### config.mk
export PLATFORM = sky130hd
export DESIGN_NAME = evt_timer8
export DESIGN_NICKNAME = d
export VERILOG_FILES = /design/src/rtl/evt_timer8_pkg.sv /design/src/rtl/evt_tick_src.sv /design/src/rtl/evt_count_core.sv /design/src/rtl/evt_out_gen.sv /design/src/rtl/evt_timer8.sv
export SDC_FILE = /design/constraint.sdc
export NUM_CORES = 1
export LEC_CHECK = 0
export BUFFER_PORTS_ARGS = -buffer_cell sky130_fd_sc_hd__buf_4
export CAP_MARGIN = 20
export CORE_MARGIN = 8
export CORE_UTILIZATION = 30
export CTS_CLUSTER_DIAMETER = 40
export DETAILED_ROUTE_END_ITERATION = 10
export RECOVER_POWER = 50
export SLEW_MARGIN = 5
export SYNTH_ARGS = -nofsm -noshare
export SYNTH_HDL_FRONTEND = slang
export SYNTH_HIERARCHICAL = 1
export SYNTH_SLANG_ARGS = --single-unit
### constraint.sdc
create_clock -name clk -period 2.8 [get_ports clk]
set_input_delay 0.14 -clock clk [delete_from_list [all_inputs] [get_ports clk]]
set_output_delay 0.14 -clock clk [all_outputs]
set_load 0.02 [all_outputs]
### src/rtl/evt_timer8_pkg.sv
package evt_timer8_pkg;

    localparam int CNT_W = 8;
    localparam int NTAP  = 4;
    localparam int SEL_W = $clog2(NTAP) + 1;

    typedef enum logic [1:0] {
        ADDR_CTRL = 2'd0,
        ADDR_CSEL = 2'd1,
        ADDR_CMP  = 2'd2
    } addr_e;

    typedef enum logic {
        MODE_CLRST = 1'b0,
        MODE_PWM   = 1'b1
    } mode_e;

    typedef struct packed {
        mode_e mode;
        logic  en;
    } ctrl_t;

    function automatic logic is_ext(input logic [SEL_W-1:0] s);
        return s >= SEL_W'(NTAP);
    endfunction

endpackage

### src/rtl/evt_tick_src.sv
module evt_tick_src #(
    parameter int NTAP  = evt_timer8_pkg::NTAP,
    parameter int SEL_W = evt_timer8_pkg::SEL_W
) (
    input  logic             clk,
    input  logic             rst,
    input  logic [SEL_W-1:0] sel,
    input  logic [NTAP-1:0]  taps,
    input  logic             ext,
    output logic             tick
);
    localparam int TAP_W = (NTAP > 1) ? $clog2(NTAP) : 1;

    logic s1, s2;
    logic lvl, lvl_q;

    always_ff @(posedge clk) begin
        if (rst) begin
            s1    <= 1'b0;
            s2    <= 1'b0;
            lvl_q <= 1'b0;
        end else begin
            s1    <= ext;
            s2    <= s1;
            lvl_q <= lvl;
        end
    end

    always_comb begin
        if (evt_timer8_pkg::is_ext(sel)) lvl = s2;
        else                             lvl = taps[sel[TAP_W-1:0]];
    end

    assign tick = lvl & ~lvl_q;

endmodule

### src/rtl/evt_count_core.sv
module evt_count_core #(
    parameter int CNT_W = evt_timer8_pkg::CNT_W
) (
    input  logic             clk,
    input  logic             rst,
    input  logic             en,
    input  logic             pwm,
    input  logic             tick,
    input  logic             hold,
    input  logic [CNT_W-1:0] cmp,
    output logic [CNT_W-1:0] cnt,
    output logic             hit
);
    logic pend, step, eq;

    assign eq   = (cnt == cmp);
    assign step = en & ~hold & (tick | pend);
    assign hit  = step & eq & ~pwm;

    always_ff @(posedge clk) begin
        if (rst || !en) begin
            cnt  <= '0;
            pend <= 1'b0;
        end else begin
            pend <= hold ? (pend | tick) : (pend & tick);
            if (step) begin
                if (hit) cnt <= '0;
                else     cnt <= cnt + 1'b1;
            end
        end
    end

endmodule

### src/rtl/evt_out_gen.sv
module evt_out_gen #(
    parameter int CNT_W = evt_timer8_pkg::CNT_W
) (
    input  logic             clk,
    input  logic             rst,
    input  logic             en,
    input  logic             pwm,
    input  logic             hit,
    input  logic [CNT_W-1:0] cnt,
    input  logic [CNT_W-1:0] cmp,
    output logic             irq,
    output logic             tmr_out
);
    logic tgl;

    always_ff @(posedge clk) begin
        if (rst) begin
            irq <= 1'b0;
            tgl <= 1'b0;
        end else begin
            irq <= hit;
            tgl <= en ? (tgl ^ hit) : 1'b0;
        end
    end

    assign tmr_out = pwm ? (en & (cnt < cmp)) : tgl;

endmodule

### src/rtl/evt_timer8.sv
module evt_timer8
    import evt_timer8_pkg::*;
#(
    parameter int CNT_W = evt_timer8_pkg::CNT_W,
    parameter int NTAP  = evt_timer8_pkg::NTAP,
    parameter int SEL_W = evt_timer8_pkg::SEL_W
) (
    input  logic             clk,
    input  logic             rst,
    input  logic             wr_en,
    input  logic [1:0]       wr_addr,
    input  logic [CNT_W-1:0] wr_data,
    input  logic             rd_hold,
    output logic [CNT_W-1:0] rd_data,
    input  logic             ext_evt,
    input  logic [NTAP-1:0]  presc_tap,
    output logic             irq,
    output logic             tmr_out
);
    ctrl_t            ctrl_q;
    logic [SEL_W-1:0] sel_q;
    logic [CNT_W-1:0] cmp_q;
    logic             tick, hit, pwm;
    logic [CNT_W-1:0] cnt;

    always_ff @(posedge clk) begin
        if (rst) begin
            ctrl_q <= '{mode: MODE_CLRST, en: 1'b0};
            sel_q  <= '0;
            cmp_q  <= '0;
        end else if (wr_en) begin
            case (addr_e'(wr_addr))
                ADDR_CTRL: ctrl_q <= '{mode: mode_e'(wr_data[1]), en: wr_data[0]};
                ADDR_CSEL: sel_q  <= wr_data[SEL_W-1:0];
                ADDR_CMP:  cmp_q  <= wr_data;
                default: ;
            endcase
        end
    end

    assign pwm = (ctrl_q.mode == MODE_PWM);

    evt_tick_src #(.NTAP(NTAP), .SEL_W(SEL_W)) u_src (
        .clk(clk), .rst(rst), .sel(sel_q), .taps(presc_tap),
        .ext(ext_evt), .tick(tick)
    );

    evt_count_core #(.CNT_W(CNT_W)) u_core (
        .clk(clk), .rst(rst), .en(ctrl_q.en), .pwm(pwm), .tick(tick),
        .hold(rd_hold), .cmp(cmp_q), .cnt(cnt), .hit(hit)
    );

    evt_out_gen #(.CNT_W(CNT_W)) u_out (
        .clk(clk), .rst(rst), .en(ctrl_q.en), .pwm(pwm), .hit(hit),
        .cnt(cnt), .cmp(cmp_q), .irq(irq), .tmr_out(tmr_out)
    );

    assign rd_data = cnt;

endmodule

==> results of run 1 <==
==> kinds of logic (layout without fill, tap and decap cells) <==
logic type                 after synthesis  after routing
and+or+nand+nor                         69             69
DFF                                     27             27
muxes                                   15             15
AOI/OAI and AO/OA                       14             14
xor gates and xnor gates                13             13
buffers and inverters                   13             41
adders and majority gates                8              8
==> metal layers <==
layer  track usage  vias up
met5             0        -
met4        0.0188        0
met3        0.0302        2
met2         0.148       23
met1         0.112      524
li1              -      603
==> per-stage QoR <==
step	hold slack [ns]	cell area [sq um]	setup slack (ns)	std cells
final	0.0780	1790	0.458	254
after global routing	0.0932	1790	0.248	254
after CTS	0.0799	1800	0.442	254
after detailed placement	0.371	1760	0.483	250
after global placement	0.364	1760	0.600	250
after floorplan	0.212	1480	0.769	159
==> worst max path at each step <==
stage	slack [ns]	endpoint	cells past startpoint	from
after global placement	0.60	u_core/cnt[4]	7	sel_q[0]
after CTS	0.44	u_out/tgl	8	sel_q[0]
after detailed placement	0.48	u_out/tgl	8	sel_q[0]
final	0.46	u_out/tgl	8	sel_q[0]
after floorplan	0.77	u_out/tgl	8	sel_q[0]
after global routing	0.25	u_out/tgl	8	sel_q[0]
==> final cells by class <==
class	count	area, sq um	area share
inverters	9	33.8	0.0188
clock buffers	3	41.3	0.0230
flip-flops and latches	27	541	0.301
clock inverters	1	7.51	0.00419
repair buffers	28	199	0.111
well taps	67	83.8	0.0468
multi-input cells	119	887	0.495
==> synthesized netlist by cell type (all sizes together) <==
master   number
a2111o        1
or3           1
nor3b         2
a21boi        1
ha            8
xor2          1
nand4         2
nor3          4
nand4b        1
nand2b       24
a22o          1
o41ai         1
a211oi        1
dfxtp        27
nor2b         8
o221ai        1
nand3         3
mux2i        15
nor4          4
nor2         10
clkbuf        2
nand2         6
nand3b        1
a21oi         2
buf           2
xnor2        12
or3b          2
o21a          1
and3b         1
inv           9
a31oi         1
o2111ai       2
o21ai         2
==> report_power, final <==
group	internal, W	switching, W	leakage (nW)
Combinational	0.0000434	0.0000369	0.411
Sequential	0.000393	0.00000706	0.219
Clock	0.000101	0.000131	0.0217
==> summary by stage, run 1 <==
Outcome
The run finished with clean final reports.

Cells and area
Measured on the finished design, the core utilization comes to 0.377. Of the cells placed in the final design, the portion with a size suffix greater than 1 is 0.171. For this run, the post-layout net count is around 220.

The total of fill cells in the finished design is roughly 520. The synthesis-to-layout area growth is 21.0%. The largest registers in the layout are cmp_q x8, u_core/cnt x8, sel_q x3. The top cell types in the final layout, fill and taps aside, are sky130_fd_sc_hd__dfxtp_1 (27), sky130_fd_sc_hd__buf_4 (25), sky130_fd_sc_hd__nand2b_1 (24). The library cell used most frequently in the layout, excluding fill and tap cells, is sky130_fd_sc_hd__dfxtp_1. The number of antenna diodes in the final layout is 0.

Critical path
The kind of critical path is reg -> reg. Data on the critical path is required at its endpoint by around 3.0 ns. The kind of start point of the critical path is a flop. The worst reg-to-reg setup slack is 0.46 ns. The family with the most delay on the worst path is simple AND/OR/NAND/NOR gates. The startpoint identified for the worst register-to-register timing path is sel_q[0]. The signal on the critical path passes through mux2i_1 -> a22o_1 -> nor3_1 -> nor2_1 -> or3_1 -> nor4_1 -> xnor2_1 -> nor3b_1.

The combined buffer and inverter count along the critical path is 0. The worst register-to-register path ends at u_out/tgl. The largest single stage delay on the critical path is 0.44 ns. Data arrives at the worst endpoint at 2.54 ns. The standard cell with the maximum stage delay on the critical path is sky130_fd_sc_hd__or3_1. The depth of the worst register-to-register path is 8.

The critical path endpoint category is a flop. The highest fanout seen on the critical path is 9.

Floorplan
The total number of placement rows is 25. After floorplanning, the core was sized to cover roughly 0.0048 sq mm. The die extent in x is between 80 and 90 microns. For this configuration, the core starts out at a cell density of 0.312. The height of the chip is approximately 86 microns.

The number of top-level pins is 29. The die area is approximately 0.0074 sq mm.

GRT
The first global-routing pass estimated 5.51 mm of wire. The initial antenna violation count was 0. The global routing usage summed across all routing layers is 0.0902. Entering global routing, the biggest net connects 28 pins. After global routing the overflow that remains totals 0. The number of global-route vias before repair came to roughly 1,200.

Power and ir drop
The total leakage power is ~0.65 nW. The maximum vdd drop is ~250 uV. The sum of internal, switching and leakage power is between 0.0007 and 0.0008 W.

Power spread over the standard cell area amounts to 398 mW/mm^2.

Clock network
The total of hold buffers inserted after clock tree synthesis is 0. The number of sinks driven by the clock tree is 27. Gates resized during post-CTS repair numbered 0. The later pin in the worst-skew pair is clocked with a latency of between 0.2 and 0.3 ns.

The root buffer cell is sky130_fd_sc_hd__clkbuf_8. The number of CTS-inserted buffers is 3. TritonCTS built the clock tree. CTS built an H-tree with a depth of 1. The longest clock path from root to sink contains 2 buffers. The clock-pin slew reported for the worst setup and hold paths after clock tree synthesis is about 0.10 ns. Once the clock tree was built, the setup fixing pass inserted 0 buffers.

Place
The routability congestion estimate from global placement is about 0.72. The count of input and output buffers is 28. Once detailed placement completed, the half-perimeter wirelength came to ~2.4 mm.

Synthesis
The part of the Yosys area used for sequential elements is 0.365. The adder-cell share of the synthesized area is 0.0676. The count of state elements after synthesis is 27. The fraction of synthesized cell area taken by the top area cell type is 0.365.

The mapped netlist covers roughly 0.0015 sq mm. The dominant combinational cell family by area after synthesis is simple AND/OR/NAND/NOR gates. Of the total synthesized cell area, the portion taken by AND, OR, NAND and NOR gates is 0.270.

The fraction of the mapped netlist area in compound gates is 0.0828. The portion of synthesized area spent on multiplexers is 0.101. Of the total synthesized cell area, the portion taken by XOR and XNOR cells is 0.0769. The number of library cell types mapped by synthesis is 35.

The post-synthesis average cell area is slightly above 9 sq um. Synthesis produced around 160 cells. The count of yosys warnings during synthesis is 6. The net count of the mapped netlist is between 150 and 200. The largest area contributor in the netlist is sky130_fd_sc_hd__dfxtp_1. Yosys attributes the largest share of cell area to sky130_fd_sc_hd__dfxtp_1 (36%), sky130_fd_sc_hd__mux2i_1 (10%), sky130_fd_sc_hd__nand2b_1 (10%), sky130_fd_sc_hd__xnor2_1 (7.1%), sky130_fd_sc_hd__ha_1 (6.8%).

Run
Max-cap violations in this run came to 0.

Timing
Adding up every negative setup slack in the final design gives 0 ns. The clock period minus worst slack is around 2.3 ns. The hold violation total from the final report is 0.

The final count of pins violating max slew came to 0. The total setup violations reported at the end of the flow is 0. Clock skew on the completed layout was measured at around 0.0074 ns.

Timing would allow up to 427 MHz. Setup repair after global routing left no endpoint under its margin. At the pin with the least slew margin, the transition time is ~0.9 ns.

The final cycle utilization of the critical path is 0.836. The worst relative slew slack is 0.410.

Min path
The hold path depth is 2. The class of the worst hold path is in -> reg. For hold timing, the worst endpoint is u_src/s1. In this run the most critical hold path is launched from ext_evt.

Routing
The routed via count is ~1,200. The remaining number of nets flagged by the antenna check after routing is 0. The final wirelength is between 3 and 4 mm.

The met2 layer wire length in the routed design is between 1 and 1.5 mm. The violation count after the first detailed-route iteration is 22. In the final routed layout, each cell accounts on average for 12.5 microns.

The mean number of vias per cell is around 4.5. In the final routing, the length of wire on met1 measures between 1 and 1.5 mm. The number of DRC violations after detailed routing is 0. The top layer used by detailed routing is met4. The first detailed-routing pass took 4 iterations. Summed over all nets, wire length on met3 after detailed routing comes to approximately 190 microns.
No activity file was read; power rests on OpenSTA's default activity.
==> run 2, diff against run 1 <==
==> constraint.sdc (replaced) <==
create_clock -name clk -period 2.32 [get_ports clk]
set_input_delay 0.116 -clock clk [delete_from_list [all_inputs] [get_ports clk]]
set_output_delay 0.116 -clock clk [all_outputs]
set_load 0.02 [all_outputs]
==> run 2 against run 1 <==
Against the previous run: combinational power is 27% higher; via count is 2.0% lower; power increased by 19%; wire length rose by 0.13%; clock skew barely moved; die area stayed put; fmax up 13%; first-iteration DRC count grew 64%; sequential share of layout area fell by 0.25 points; register-to-register slack worse by 0.20 ns; largest power group unchanged; highest routed layer unchanged.
==> summary by stage, run 2 (same netlist as run 1, synthesis figures left out) <==
Outcome
The run finished with clean final reports.

Timing
The total setup violations reported at the end of the flow was 0 (unchanged). The total negative slack is 0 ns (unchanged). The final count of pins violating max slew came to 0 (unchanged). The hold violation total from the final report came to 0 (unchanged). The achievable frequency is 484 MHz (+13%). The clock period minus worst slack is 2.07 ns (-0.275 ns).

The final clock skew is 0.00744 ns (+0.0000505 ns). The worst relative slew slack is 0.419 (+0.00894). The worst hold slack after final layout is 0.0613 ns (-0.0168 ns). Setup repair after global routing left no endpoint under its margin.

The slew at the pin closest to its max-slew limit came to 0.871 ns (-0.0134 ns). The final cycle utilization of the critical path was 0.891 (+0.0544).

GRT
The aggregate global routing overflow is 0 (unchanged). The number of global-route vias before repair is 1,131 (-5.4%). The initial antenna violation count came to 0 (unchanged). The global routing usage summed across all routing layers came to 0.0885 (-0.00174).

The largest net degree at the start of global routing is 28 (unchanged). The wire length of the first global-routing pass came to 5.38 mm (-2.5%).

Critical path
The combined buffer and inverter count along the critical path was 0 (unchanged). The worst setup path is launched from a flop. The worst reg-to-reg setup slack is 0.25 ns (-0.20 ns).

The critical path endpoint category is a flop. The highest fanout seen on the critical path is 3 (-6). The signal on the critical path passes through mux2i_1 -> a22o_1 -> nor3_1 -> nor2_1 -> or3_1 -> nor4_2 -> xnor2_1 -> nor3b_1. The setup path with the least slack is of type reg -> reg.

The maximum single-stage delay on the critical path is 0.42 ns (-0.02 ns). The worst path arrival time is 2.26 ns (-0.28 ns). The family with the most delay on the worst path is simple AND/OR/NAND/NOR gates. The critical path depth is 8 (unchanged). The worst register-to-register path ends at u_out/tgl. The depth of the worst register-to-register path is 8 (unchanged). For this design, the slowest cell found on the critical path is sky130_fd_sc_hd__or3_1. The source of the worst register-to-register timing path is sel_q[0].

The worst path required time is 2.51 ns (-0.49 ns).

Clock network
The clock-pin slew reported for the worst setup and hold paths after clock tree synthesis was 0.09 ns (about the same). The later-pin clock latency in the skew report is 0.27 ns (about the same). The post-CTS setup buffer count is 0 (unchanged). The number of CTS-inserted buffers came to 3 (unchanged). The number of levels the H-tree was split into is 1 (unchanged).

The maximum buffer depth of the clock tree is 2 (unchanged). The cell sitting at the root of the clock tree is a sky130_fd_sc_hd__clkbuf_8. The number of sinks driven by the clock tree is 27 (unchanged). The TritonCTS clock tree is done.

Cells and area
The total of fill cells in the finished design is 517 (unchanged). Compared with the post-synthesis result, the final layout area differs by 22.0%. The commonest non-fill, non-tap cell in the layout is sky130_fd_sc_hd__dfxtp_1. The area occupied by multi-input gates is 893 sq um (+0.71%). The top cell types in the final layout, fill and taps aside, are sky130_fd_sc_hd__dfxtp_1 (27), sky130_fd_sc_hd__buf_4 (26), sky130_fd_sc_hd__nand2b_1 (24).

The number of nets in the finished design is 217 (+0.93%). The share of post-route cells with drive strength above 1 is 0.180 (+0.00877). The diode insertion count for antenna repair is 0 (unchanged).

The final cell count without fillers is 256 (+0.79%). The area taken by flip-flops and latches is 541 sq um (unchanged). The largest registers in the layout are cmp_q x8, u_core/cnt x8, sel_q x3.

Floorplan
The starting density of the core is 0.312 (unchanged). The height of the chip came to 86.3 microns (unchanged). The total number of placement rows is 25 (unchanged).

The standard cell core area is 0.00475 sq mm (unchanged). The die area was 0.00744 sq mm (unchanged). The number of top-level pins came to 29 (unchanged). The die extent in x is 86.3 microns (unchanged).

Power and ir drop
The total power per unit cell area is 471 mW/mm^2 (+18%). The maximum vdd drop is 322 uV (+30%). The total leakage power was 0.661 nW (+1.4%). The sum of internal, switching and leakage power is 0.000851 W (+19%).

Place
The routability congestion estimate from global placement was 0.763 (+5.4%). The HPWL after detailed placement is 2.41 mm (-0.71%). The number of cells in the design after placement came to 252 (+0.80%). The count of input and output buffers came to 28 (unchanged).

Routing
The violation count after the first detailed-route iteration was 36 (+64%). The routed via count came to 1,129 (-2.0%). The first-pass iteration count of the detailed router is 4 (unchanged). The wire length per cell after detailed routing is 12.4 microns (-0.66%).

The final wirelength was 3.17 mm (+0.13%). The number of DRC violations after detailed routing is 0 (unchanged). The remaining number of nets flagged by the antenna check after routing is 0 (unchanged). The mean number of vias per cell is 4.41 (-2.8%).

Min path
The class of the worst hold path is in -> reg. The origin of the worst min-delay path is ext_evt. The worst hold path terminates at u_src/s1. The hold path depth is 2 (unchanged).

Run
The count of maximum capacitance violations is 0 (unchanged).
[run 2: worst max path at each step]
stage	from	endpoint
6_report	sel_q[0]	u_out/tgl
5_1_grt	sel_q[0]	u_out/tgl
2_1_floorplan	sel_q[0]	u_out/tgl
4_1_cts	sel_q[0]	u_out/tgl
3_5_place_dp	sel_q[0]	u_out/tgl
3_3_place_gp	sel_q[0]	u_out/tgl
[run 2: repair_timing]
action                     in CTS  in global routing
resized for setup               0                  1
setup endpoints to repair       0                  1
hold buffers                    0                  0
[run 2: cell type report]
| cell class | instances | share of cell area |
|---|---|---|
| Multi-Input combinational cell | 119 | 0.494 |
| Sequential cell | 27 | 0.299 |
| Timing Repair Buffer | 30 | 0.116 |
| Tap cell | 67 | 0.0464 |
| Clock buffer | 3 | 0.0228 |
| Inverter | 9 | 0.0187 |
| Clock inverter | 1 | 0.00277 |
[run 2: routing by layer]
layer | up-vias | track usage | share of wire
li1 | 604 | - | -
met1 | 502 | 0.111 | 0.49
met2 | 21 | 0.141 | 0.45
met3 | 2 | 0.0350 | 0.056
met4 | 0 | 0.0141 | 0.0054
met5 | - | 0 | 0
[run 2: through the flow]
step                      area (sq um)  utilization  setup WS [ns]
after floorplan                   1480            -          0.289
after global placement            1770        0.372          0.255
after detailed placement          1770        0.372          0.112
after CTS                         1820        0.382         0.0935
after global routing              1810        0.380         0.0749
final                             1810        0.380          0.254
[run 2: power by group]
| group | leakage, nW | internal, W | switching (W) |
|---|---|---|---|
| combinational | 0.416 | 0.0000557 | 0.0000465 |
| sequential | 0.219 | 0.000474 | 0.00000874 |
| clock | 0.0255 | 0.000120 | 0.000146 |
| total | 0.661 | 0.000650 | 0.000201 |
